<file path="src/rtl/aes3_pkg.sv">
package aes3_pkg;
  localparam int AUDIO_W  = 24;
  localparam int PAY_W    = AUDIO_W + 4;
  localparam int PRE_SLOT = 4;

  typedef enum logic [1:0] {PRE_X = 2'd0, PRE_Y = 2'd1, PRE_Z = 2'd2} preKind_t;

  typedef struct packed {
    logic     halfEn;   // one half-cell elapses
    logic     sfStart;  // half-cell 0 of a subframe
    logic     sfIdx;    // 0 first subframe, 1 second
    logic [5:0] sfHalf; // half-cell index within subframe
    preKind_t pre;      // preamble for this subframe
  } strobe_t;

  // Per-half-cell toggle masks for the preambles, bit i = half-cell i.
  function automatic logic [7:0] preToggles(input preKind_t kind);
    case (kind)
      PRE_Z:   preToggles = 8'b0011_1001;
      PRE_Y:   preToggles = 8'b0110_1001;
      default: preToggles = 8'b1100_1001;
    endcase
  endfunction
endpackage

</file>
<file path="src/rtl/aes3_ctrl.sv">
module aes3_ctrl
  import aes3_pkg::*;
#(
  parameter int CLK_DIV      = 4,
  parameter int BLOCK_FRAMES = 192
) (
  input  logic    clk,
  input  logic    rstN,
  input  logic    monoMode,
  input  logic    wordClkPol,
  input  logic    blockSrc,
  input  logic    blockIn,
  output strobe_t strb,
  output logic    wordClk,
  output logic    blockOut
);
  localparam int DIV_W   = (CLK_DIV > 1) ? $clog2(CLK_DIV) : 1;
  localparam int FRAME_W = $clog2(BLOCK_FRAMES);

  logic [DIV_W-1:0]   divCnt;
  logic [6:0]         halfIdx;
  logic [FRAME_W-1:0] frameCnt;
  logic [2:0]         syncIn;
  logic               pendStart;
  logic               halfEn;
  logic               frameEnd;
  logic               startRise;

  assign halfEn    = (divCnt == DIV_W'(CLK_DIV - 1));
  assign frameEnd  = halfEn && (&halfIdx);
  assign startRise = syncIn[1] && !syncIn[2] && !blockSrc;

  always_ff @(posedge clk) begin
    if (!rstN) begin
      divCnt    <= '0;
      halfIdx   <= '0;
      frameCnt  <= '0;
      syncIn    <= '0;
      pendStart <= 1'b0;
    end else begin
      syncIn <= {syncIn[1:0], blockIn};
      divCnt <= halfEn ? '0 : divCnt + 1'b1;
      if (halfEn) halfIdx <= halfIdx + 7'd1;
      if (frameEnd) begin
        pendStart <= 1'b0;
        if (!blockSrc && pendStart)                          frameCnt <= '0;
        else if (frameCnt == FRAME_W'(BLOCK_FRAMES - 1))     frameCnt <= '0;
        else                                                 frameCnt <= frameCnt + 1'b1;
      end
      if (startRise) pendStart <= 1'b1;
    end
  end

  always_comb begin
    strb.halfEn  = halfEn;
    strb.sfStart = halfEn && (halfIdx[5:0] == 6'd0);
    strb.sfIdx   = halfIdx[6];
    strb.sfHalf  = halfIdx[5:0];
    if (halfIdx[6])             strb.pre = PRE_Y;
    else if (frameCnt == '0)    strb.pre = PRE_Z;
    else                        strb.pre = PRE_X;
  end

  assign wordClk  = (monoMode ? ~halfIdx[5] : ~halfIdx[6]) ^ wordClkPol;
  assign blockOut = blockSrc && (frameCnt == '0);
endmodule

</file>
<file path="src/rtl/aes3_datapath.sv">
module aes3_datapath
  import aes3_pkg::*;
(
  input  logic               clk,
  input  logic               rstN,
  input  strobe_t            strb,
  input  logic               monoMode,
  input  logic               monoSel,
  input  logic [AUDIO_W-1:0] sampleLeft,
  input  logic [AUDIO_W-1:0] sampleRight,
  input  logic               vBit,
  input  logic               uBit,
  input  logic               cBit,
  output logic               txP,
  output logic               txN
);
  logic [PAY_W-1:0]   payload;
  logic [AUDIO_W-1:0] rightHold;
  logic [AUDIO_W-1:0] pickSample;
  logic [PAY_W-2:0]   bodyBits;
  logic [4:0]         slot;
  logic [4:0]         bitPos;
  logic               toggle;

  always_comb begin
    if (monoMode)        pickSample = monoSel ? sampleRight : sampleLeft;
    else if (strb.sfIdx) pickSample = rightHold;
    else                 pickSample = sampleLeft;
  end

  assign bodyBits = {cBit, uBit, vBit, pickSample};
  assign slot     = strb.sfHalf[5:1];
  assign bitPos   = slot - 5'(PRE_SLOT);

  always_comb begin
    if (slot < 5'(PRE_SLOT))  toggle = preToggles(strb.pre)[strb.sfHalf[2:0]];
    else if (!strb.sfHalf[0]) toggle = 1'b1;
    else                      toggle = payload[bitPos];
  end

  always_ff @(posedge clk) begin
    if (!rstN) begin
      payload   <= '0;
      rightHold <= '0;
      txP       <= 1'b0;
      txN       <= 1'b1;
    end else begin
      if (strb.sfStart) begin
        payload <= {^bodyBits, bodyBits};
        if (!strb.sfIdx) rightHold <= sampleRight;
      end
      if (strb.halfEn) begin
        txP <= txP ^ toggle;
        txN <= ~(txP ^ toggle);
      end
    end
  end
endmodule

</file>
<file path="src/rtl/aes3_framer.sv">
module aes3_framer
  import aes3_pkg::*;
#(
  parameter int CLK_DIV      = 4,
  parameter int BLOCK_FRAMES = 192
) (
  input  logic               clk,
  input  logic               rstN,
  input  logic               monoMode,
  input  logic               monoSel,
  input  logic               wordClkPol,
  input  logic               blockSrc,
  input  logic               blockIn,
  input  logic [AUDIO_W-1:0] sampleLeft,
  input  logic [AUDIO_W-1:0] sampleRight,
  input  logic               vBit,
  input  logic               uBit,
  input  logic               cBit,
  output logic               wordClk,
  output logic               blockOut,
  output logic               txP,
  output logic               txN
);
  strobe_t strb;

  aes3_ctrl #(.CLK_DIV(CLK_DIV), .BLOCK_FRAMES(BLOCK_FRAMES)) u_ctrl (
    .clk(clk), .rstN(rstN), .monoMode(monoMode), .wordClkPol(wordClkPol),
    .blockSrc(blockSrc), .blockIn(blockIn), .strb(strb),
    .wordClk(wordClk), .blockOut(blockOut)
  );

  aes3_datapath u_dp (
    .clk(clk), .rstN(rstN), .strb(strb), .monoMode(monoMode), .monoSel(monoSel),
    .sampleLeft(sampleLeft), .sampleRight(sampleRight),
    .vBit(vBit), .uBit(uBit), .cBit(cBit), .txP(txP), .txN(txN)
  );
endmodule

</file>
<file path="config.mk">
export PLATFORM = sky130hd
export DESIGN_NAME = aes3_framer
export DESIGN_NICKNAME = d
export VERILOG_FILES = /design/src/rtl/aes3_pkg.sv /design/src/rtl/aes3_ctrl.sv /design/src/rtl/aes3_datapath.sv /design/src/rtl/aes3_framer.sv
export SDC_FILE = /design/constraint.sdc
export NUM_CORES = 1
export LEC_CHECK = 0
export BUFFER_PORTS_ARGS = -buffer_cell sky130_fd_sc_hd__buf_2
export CORE_MARGIN = 4
export CORE_UTILIZATION = 23
export DETAILED_ROUTE_END_ITERATION = 10
export PLACE_DENSITY = 0.37
export SYNTH_ARGS = -nofsm -noshare
export SYNTH_HDL_FRONTEND = slang
export SYNTH_SLANG_ARGS = --single-unit
export TNS_END_PERCENT = 20
</file>
<file path="constraint.sdc">
create_clock -name clk -period 2.4 [get_ports clk]
set_input_delay 0.24 -clock clk [delete_from_list [all_inputs] [get_ports clk]]
set_output_delay 0.24 -clock clk [all_outputs]
set_load 0.005 [all_outputs]
</file>
# After elaboration in Yosys (flattened, before gate mapping)
# Cells that the tools add are included.
[totals] register_bits=75 in_bits=58 out_inout_bits=4 elab_cells=59
[classes] n_addsub=4 magnitude_cmp=3 n_eq_ne=4 n_mux=18 bitwise_logic=6 reduce_logical=15
[op_table] cell="$mux 24" n=3
[op_table] cell="$reduce_xor 27->1" n=1
[op_table] cell="$mux 8" n=3
[op_table] cell="$pmux 8 s2" n=1
[op_table] cell="$add 8x1->8 const B" n=1
[op_table] cell="$eq 8x8->1 const B" n=1
[op_table] cell="$logic_not 8->1" n=1
[op_table] cell="$add 7x1->7 const B" n=1
[op_table] cell="$mux 1" n=7
[op_table] cell="$reduce_and 7->1" n=1
[op_table] cell="$logic_and 1x1->1" n=6
[op_table] cell="$logic_not 6->1" n=1
[op_table] cell="$lt 5x6->1 const B" n=1
[op_table] cell="$bmux 1 s5" n=1
[op_table] cell="$lt 5x3->1 const B" n=1
[op_table] cell="$sub 5x3->5 const B" n=1
[op_table] cell="$eq 2x2->1 const B" n=2
[op_table] cell="$lt 3x4->1 const B" n=1
[op_table] cell="$mux 2" n=2
[op_table] cell="$not 1->1" n=4
[op_table] cell="$bmux 1 s3" n=1
[op_table] cell="$add 2x1->2 const B" n=1
[op_table] cell="$eq 2x1->1 const B" n=1
[op_table] cell="$logic_not 1->1" n=2
[op_table] cell="4 further kinds" n=5

# Longest topological paths before layout
[logic_depth] word_depth=11 mapped_depth=11 depth_no_buf=9

# By module
# A second synthesis with hierarchy kept.
[unflattened] cells_unflattened=467 hier_area_um2=4510.6
[modules_own_cells] mod="aes3_datapath" instances=1 cells_each=348 area_per_inst_um2=3457.1 seq_area_each_um2=1081.0
[modules_own_cells] mod="aes3_ctrl" instances=1 cells_each=119 area_per_inst_um2=1053.5 seq_area_each_um2=420.4

# Least setup slack after synthesis
# Ideal clock, no wire load.
[synth_timing] path_type="register -> register" from="reg u_ctrl.halfIdx[3]" to="reg u_dp.txP" setup_time_ns=0.115 t_arrival_ns=2.307 setup_slack_ns=-0.022 path_stages_with_launch=11 n_path_buf=1 period_less_slack_ns=2.422 path_cell_list="dfxtp_1 clkbuf_1 inv_1 ha_1 mux4_2 mux2i_1 o211a_1 o211ai_1 o211ai_1 xnor2_1 and2_1"
[synth_between] elab_chain_len=6 elab_cells_between_ends=7
[synth_lines] item="from (decl)" line_no="aes3_ctrl.sv:21" rtl="logic [6:0] halfIdx;"
[synth_lines] item="from (signal assigned)" line_no="aes3_ctrl.sv:43" rtl="if (halfEn) halfIdx <= halfIdx + 7'd1;"
[synth_lines] item="$sub 5x3->5" line_no="aes3_datapath.sv:33" rtl="assign bitPos = slot - 5'(PRE_SLOT);"
[synth_lines] item="$bmux 1 s5" line_no="aes3_datapath.sv:38" rtl="else toggle = payload[bitPos];"
[synth_lines] item="$mux 1 (implied by the code)" line_no="aes3_datapath.sv:38"
[synth_lines] item="$mux 1" line_no="aes3_datapath.sv:37" rtl="else if (!strb.sfHalf[0]) toggle = 1'b1;"
[synth_lines] item="$mux 1 (*)" line_no="aes3_datapath.sv:36" rtl="if (slot < 5'(PRE_SLOT)) toggle = preToggles(strb.pre)[strb.sfHalf[2:0]];"
[synth_lines] item="$xor 1x1->1 (*)" line_no="aes3_datapath.sv:53" rtl="txP <= txP ^ toggle;"
[synth_lines] item="to (signal assigned)" line_no="aes3_datapath.sv:53"
[synth_lines] item="to (decl)" line_no="aes3_datapath.sv:14" rtl="output logic txP,"
# Every way passes the cells marked *; elsewhere a longest branch is shown, timed or not. The select of a mux whose other input is x is not followed.
# A chain may end at the register's enable or synchronous reset.

# Worst setup path in the final report
[layout_timing] from="reg u_ctrl.halfIdx[6]" to="reg u_dp.payload[27]"
[layout_between] elab_chain_len=3
[layout_lines] item="$mux 24" line_no="aes3_datapath.sv:27" rtl="else if (strb.sfIdx) pickSample = rightHold;"
[layout_lines] item="$mux 24" line_no="aes3_datapath.sv:26" rtl="if (monoMode) pickSample = monoSel ? sampleRight : sampleLeft;"
[layout_lines] item="$reduce_xor 27->1" line_no="aes3_datapath.sv:49" rtl="payload <= {^bodyBits, bodyBits};"
[layout_lines] item="to (signal assigned)" line_no="aes3_datapath.sv:49"
[layout_lines] item="to (decl)" line_no="aes3_datapath.sv:17" rtl="logic [PAY_W-1:0] payload;"
# No other way between the ends.

==> out/qor.csv <==
stage,metric,value,unit
synthesis,yosysWarnings,0,
placement,place_area,0.004997,mm2
synthesis,synth_edf_count,0,
cells_and_area,final_util,0.2866,
floorplan,die_height,146.0,um
clock_network,clockRootBuffer,clkbuf_16,
clock_network,clockBufferDepth,2,
grt,grtUsageTotal,0.1090,
power,p_leak,2.019,nW
timing,finalHoldViolCount,0,
setup_path,critPathCaptureType,flop,
setup_path,r2r_setup_slack,210,ps
floorplan,initial_core_util,0.2340,
cells_and_area,fill_cells,2010,
detailed_routing,first_pass_iters,4,
setup_path,worstSetupPathType,reg2reg,
detailed_routing,drc,0,
cells_and_area,area_growth_syn_to_layout,22.46,%
timing,post-route-period-util,0.9136,
cells_and_area,fin_area,0.005361,mm2
placement,dp_slack,-0.8660,ps
setup_path,crit_buf_inv,2,
timing,whs,107.5,ps
grt,antenna_found_initial,0,
cells_and_area,drive_above_1_share,0.2248,
placement,gp_congestion,0.7343,
synthesis,synthesis.area,0.004378,mm2
clock_network,cts_sinks,75,
grt,gr-total-overflow,0,
synthesis,synth_nets,545,
detailed_routing,avgViaCountPerCell,4.319,
synthesis,synth_ff_type,dfxtp_1,
synthesis,syn_inst,480,
grt,grt_pass1_vias,3614,
clock_network,clk_latency,340,ps
floorplan,die_area,0.02131,mm2
synthesis,yosys-top-cells-area,"dfxtp_1 (34%), mux2i_1 (16%), nand2_1 (9.7%)",
power,vdd_ir_drop_max,0.0004132,V
grt,grt_pass1_wl,18750,um
placement,io_buffer_count,61,
synthesis,synthArstFlopShare,0,
flow_run,cap_violations,0,
clock_network,clkTransAtPathRegs,60,ps
setup_path,crit_family,XOR/XNOR gates,
setup_path,cp_max_fo,7,
detailed_routing,vias,3412,
clock_network,cts-htree-levels,3,
power,power_density,607.3,mW/mm2
cells_and_area,multi_input_area,0.002663,mm2
placement,dp_hpwl,8492,um
clock_network,cts_buffers,9,
clock_network,tritoncts,yes,
timing,setup_ws,207.4,ps
detailed_routing,wl_per_cell,14.33,um
synthesis,yosys-top-cells-count,"nand2_1 (113), dfxtp_1 (75), mux2i_1 (70)",
timing,setup_viol,0,
synthesis,synth_seq_cells,75,
cells_and_area,fin_nets,616,
detailed_routing,drt_iter0_drc,87,
cells_and_area,diodes,0,
floorplan,ios,62,
detailed_routing,final_antenna_net_count,0,
synthesis,synth.top_cell.area_share,0.3430,
synthesis,synth-seq-area-share,0.3430,
timing,finalCriticalPeriod,2193,ps
setup_path,critPathLaunchType,flop,
grt,grt_max_degree,41,
setup_path,crit_arrival,2460,ps
floorplan,die_x,146.0,um
floorplan,fp.coreArea,0.01871,mm2
power,finalPower,3.256,mW
setup_path,crit_required,2670,ps
detailed_routing,routed_wl,11320,um
timing,rsz0062_at_grt,no,
timing,skew,9.905,ps
setup_path,cp_cell_sequence,buf_4 > buf_4 > mux2i_1 > mux2i_2 > xor2_1 > xnor2_1 > xnor3_1 > xnor3_1 > a21oi_1,
synthesis,synth.most_common_cell,nand2_1,
timing,fmaxAchievable,456.1,MHz
setup_path,cpMaxStageDelayCell,xnor3_1,
setup_path,max_stage_delay,370,ps
timing,drv_slew,0,
run_status,status,"finished, final reports clean",
min_path,hold_class,in2reg,
timing,relSlewSlack,0.5991,
floorplan,rows,50,
timing,worst_pin_slew,601.3,ps
cells_and_area,seqCellArea,0.001508,mm2
synthesis,synth_area_per_cell,9.121,um2
synthesis,synth_top_area_cell,dfxtp_1,
synthesis,synthDistinctLibCells,46,
[state kept, by name, indices dropped and copies added (netlist names)]
register and flops:
u_ctrl.divCnt 2, u_ctrl.frameCnt 8, u_ctrl.halfIdx 7, u_ctrl.pendStart 1, u_ctrl.syncIn 3, u_dp.payload 28
u_dp.rightHold 24, u_dp.txN 1, u_dp.txP 1
[where the power goes]
part           internal (mW)  switching, mW
Combinational          0.318          0.269
Sequential              1.29         0.0260
Clock                  0.807          0.543
Total                   2.42          0.838
[through the flow]
stage	setup TNS [ps]	cells
2_1_floorplan	0	480
3_3_place_gp	0	769
3_5_place_dp	-0.8660	769
4_1_cts	0	785
5_1_grt	0	790
6_report	0	790
[layer usage]
metal / track usage / routed length (um) / vias up
met5: 0 / 0 / -
met4: 0.04274 / 182 / 0
met3: 0.02180 / 318 / 13
met2: 0.1800 / 5194 / 45
met1: 0.1398 / 5623 / 1575
li1: - / - / 1779
[path summary, 6_finish.rpt]
path,start,end,cells past startpoint
setup / recovery,u_ctrl.halfIdx[6],u_dp.payload[27],9
hold / removal,blockIn,u_ctrl.syncIn[0],2
setup reg to reg,u_ctrl.halfIdx[6],u_dp.payload[27],9
hold reg to reg,u_ctrl.divCnt[0],u_ctrl.divCnt[0],1
[cells by family after synthesis]
| logic type | count (synthesis) | share of synthesized area |
|---|---|---|
| buffers and inverters | 39 | 0.05544 |
| AOI/OAI and AO/OA | 73 | 0.1220 |
| and+or+nand+nor | 167 | 0.1703 |
| xor gates and xnor gates | 40 | 0.08803 |
| adders and majority gates | 7 | 0.02000 |
| DFF | 75 | 0.3430 |
| muxes | 79 | 0.2012 |
[cell usage in the layout (no fill, tap or decap), drive strengths merged, types with 2 or more instances in the layout]
| cell | count |
|---|---|
| or2 | 2 |
| mux2i | 71 |
| nor2b | 6 |
| nand4 | 3 |
| a211oi | 2 |
| xor2 | 10 |
| mux2 | 2 |
| o211ai | 2 |
| clkinv | 2 |
| xnor3 | 2 |
| inv | 8 |
| nor3 | 3 |
| buf | 91 |
| a21boi | 53 |
| nor3b | 3 |
| o21ai | 6 |
| dfxtp | 75 |
| nand3 | 5 |
| xnor2 | 28 |
| nor4 | 2 |
| clkbuf | 12 |
| and2 | 13 |
| a21oi | 5 |
| nor2 | 9 |
| or3 | 3 |
| a221oi | 2 |
| mux4 | 6 |
| ha | 7 |
| nand2 | 113 |
[cell type report]
type                    instances  area share
multi-input cells             366      0.4966
inverters                       8    0.005601
flip-flops and latches         75      0.2812
clock inverters                 4    0.009568
clock buffers                  12     0.04411
well taps                     234     0.05461
repair buffers                 91      0.1083
[what timing repair did]
action                                  CTS  global route
buffers inserted                          0             5
endpoints found under the setup margin    2             4
resized for setup                         1             6
hold buffers                              0             0
No activity file was read; power rests on OpenSTA's default activity.
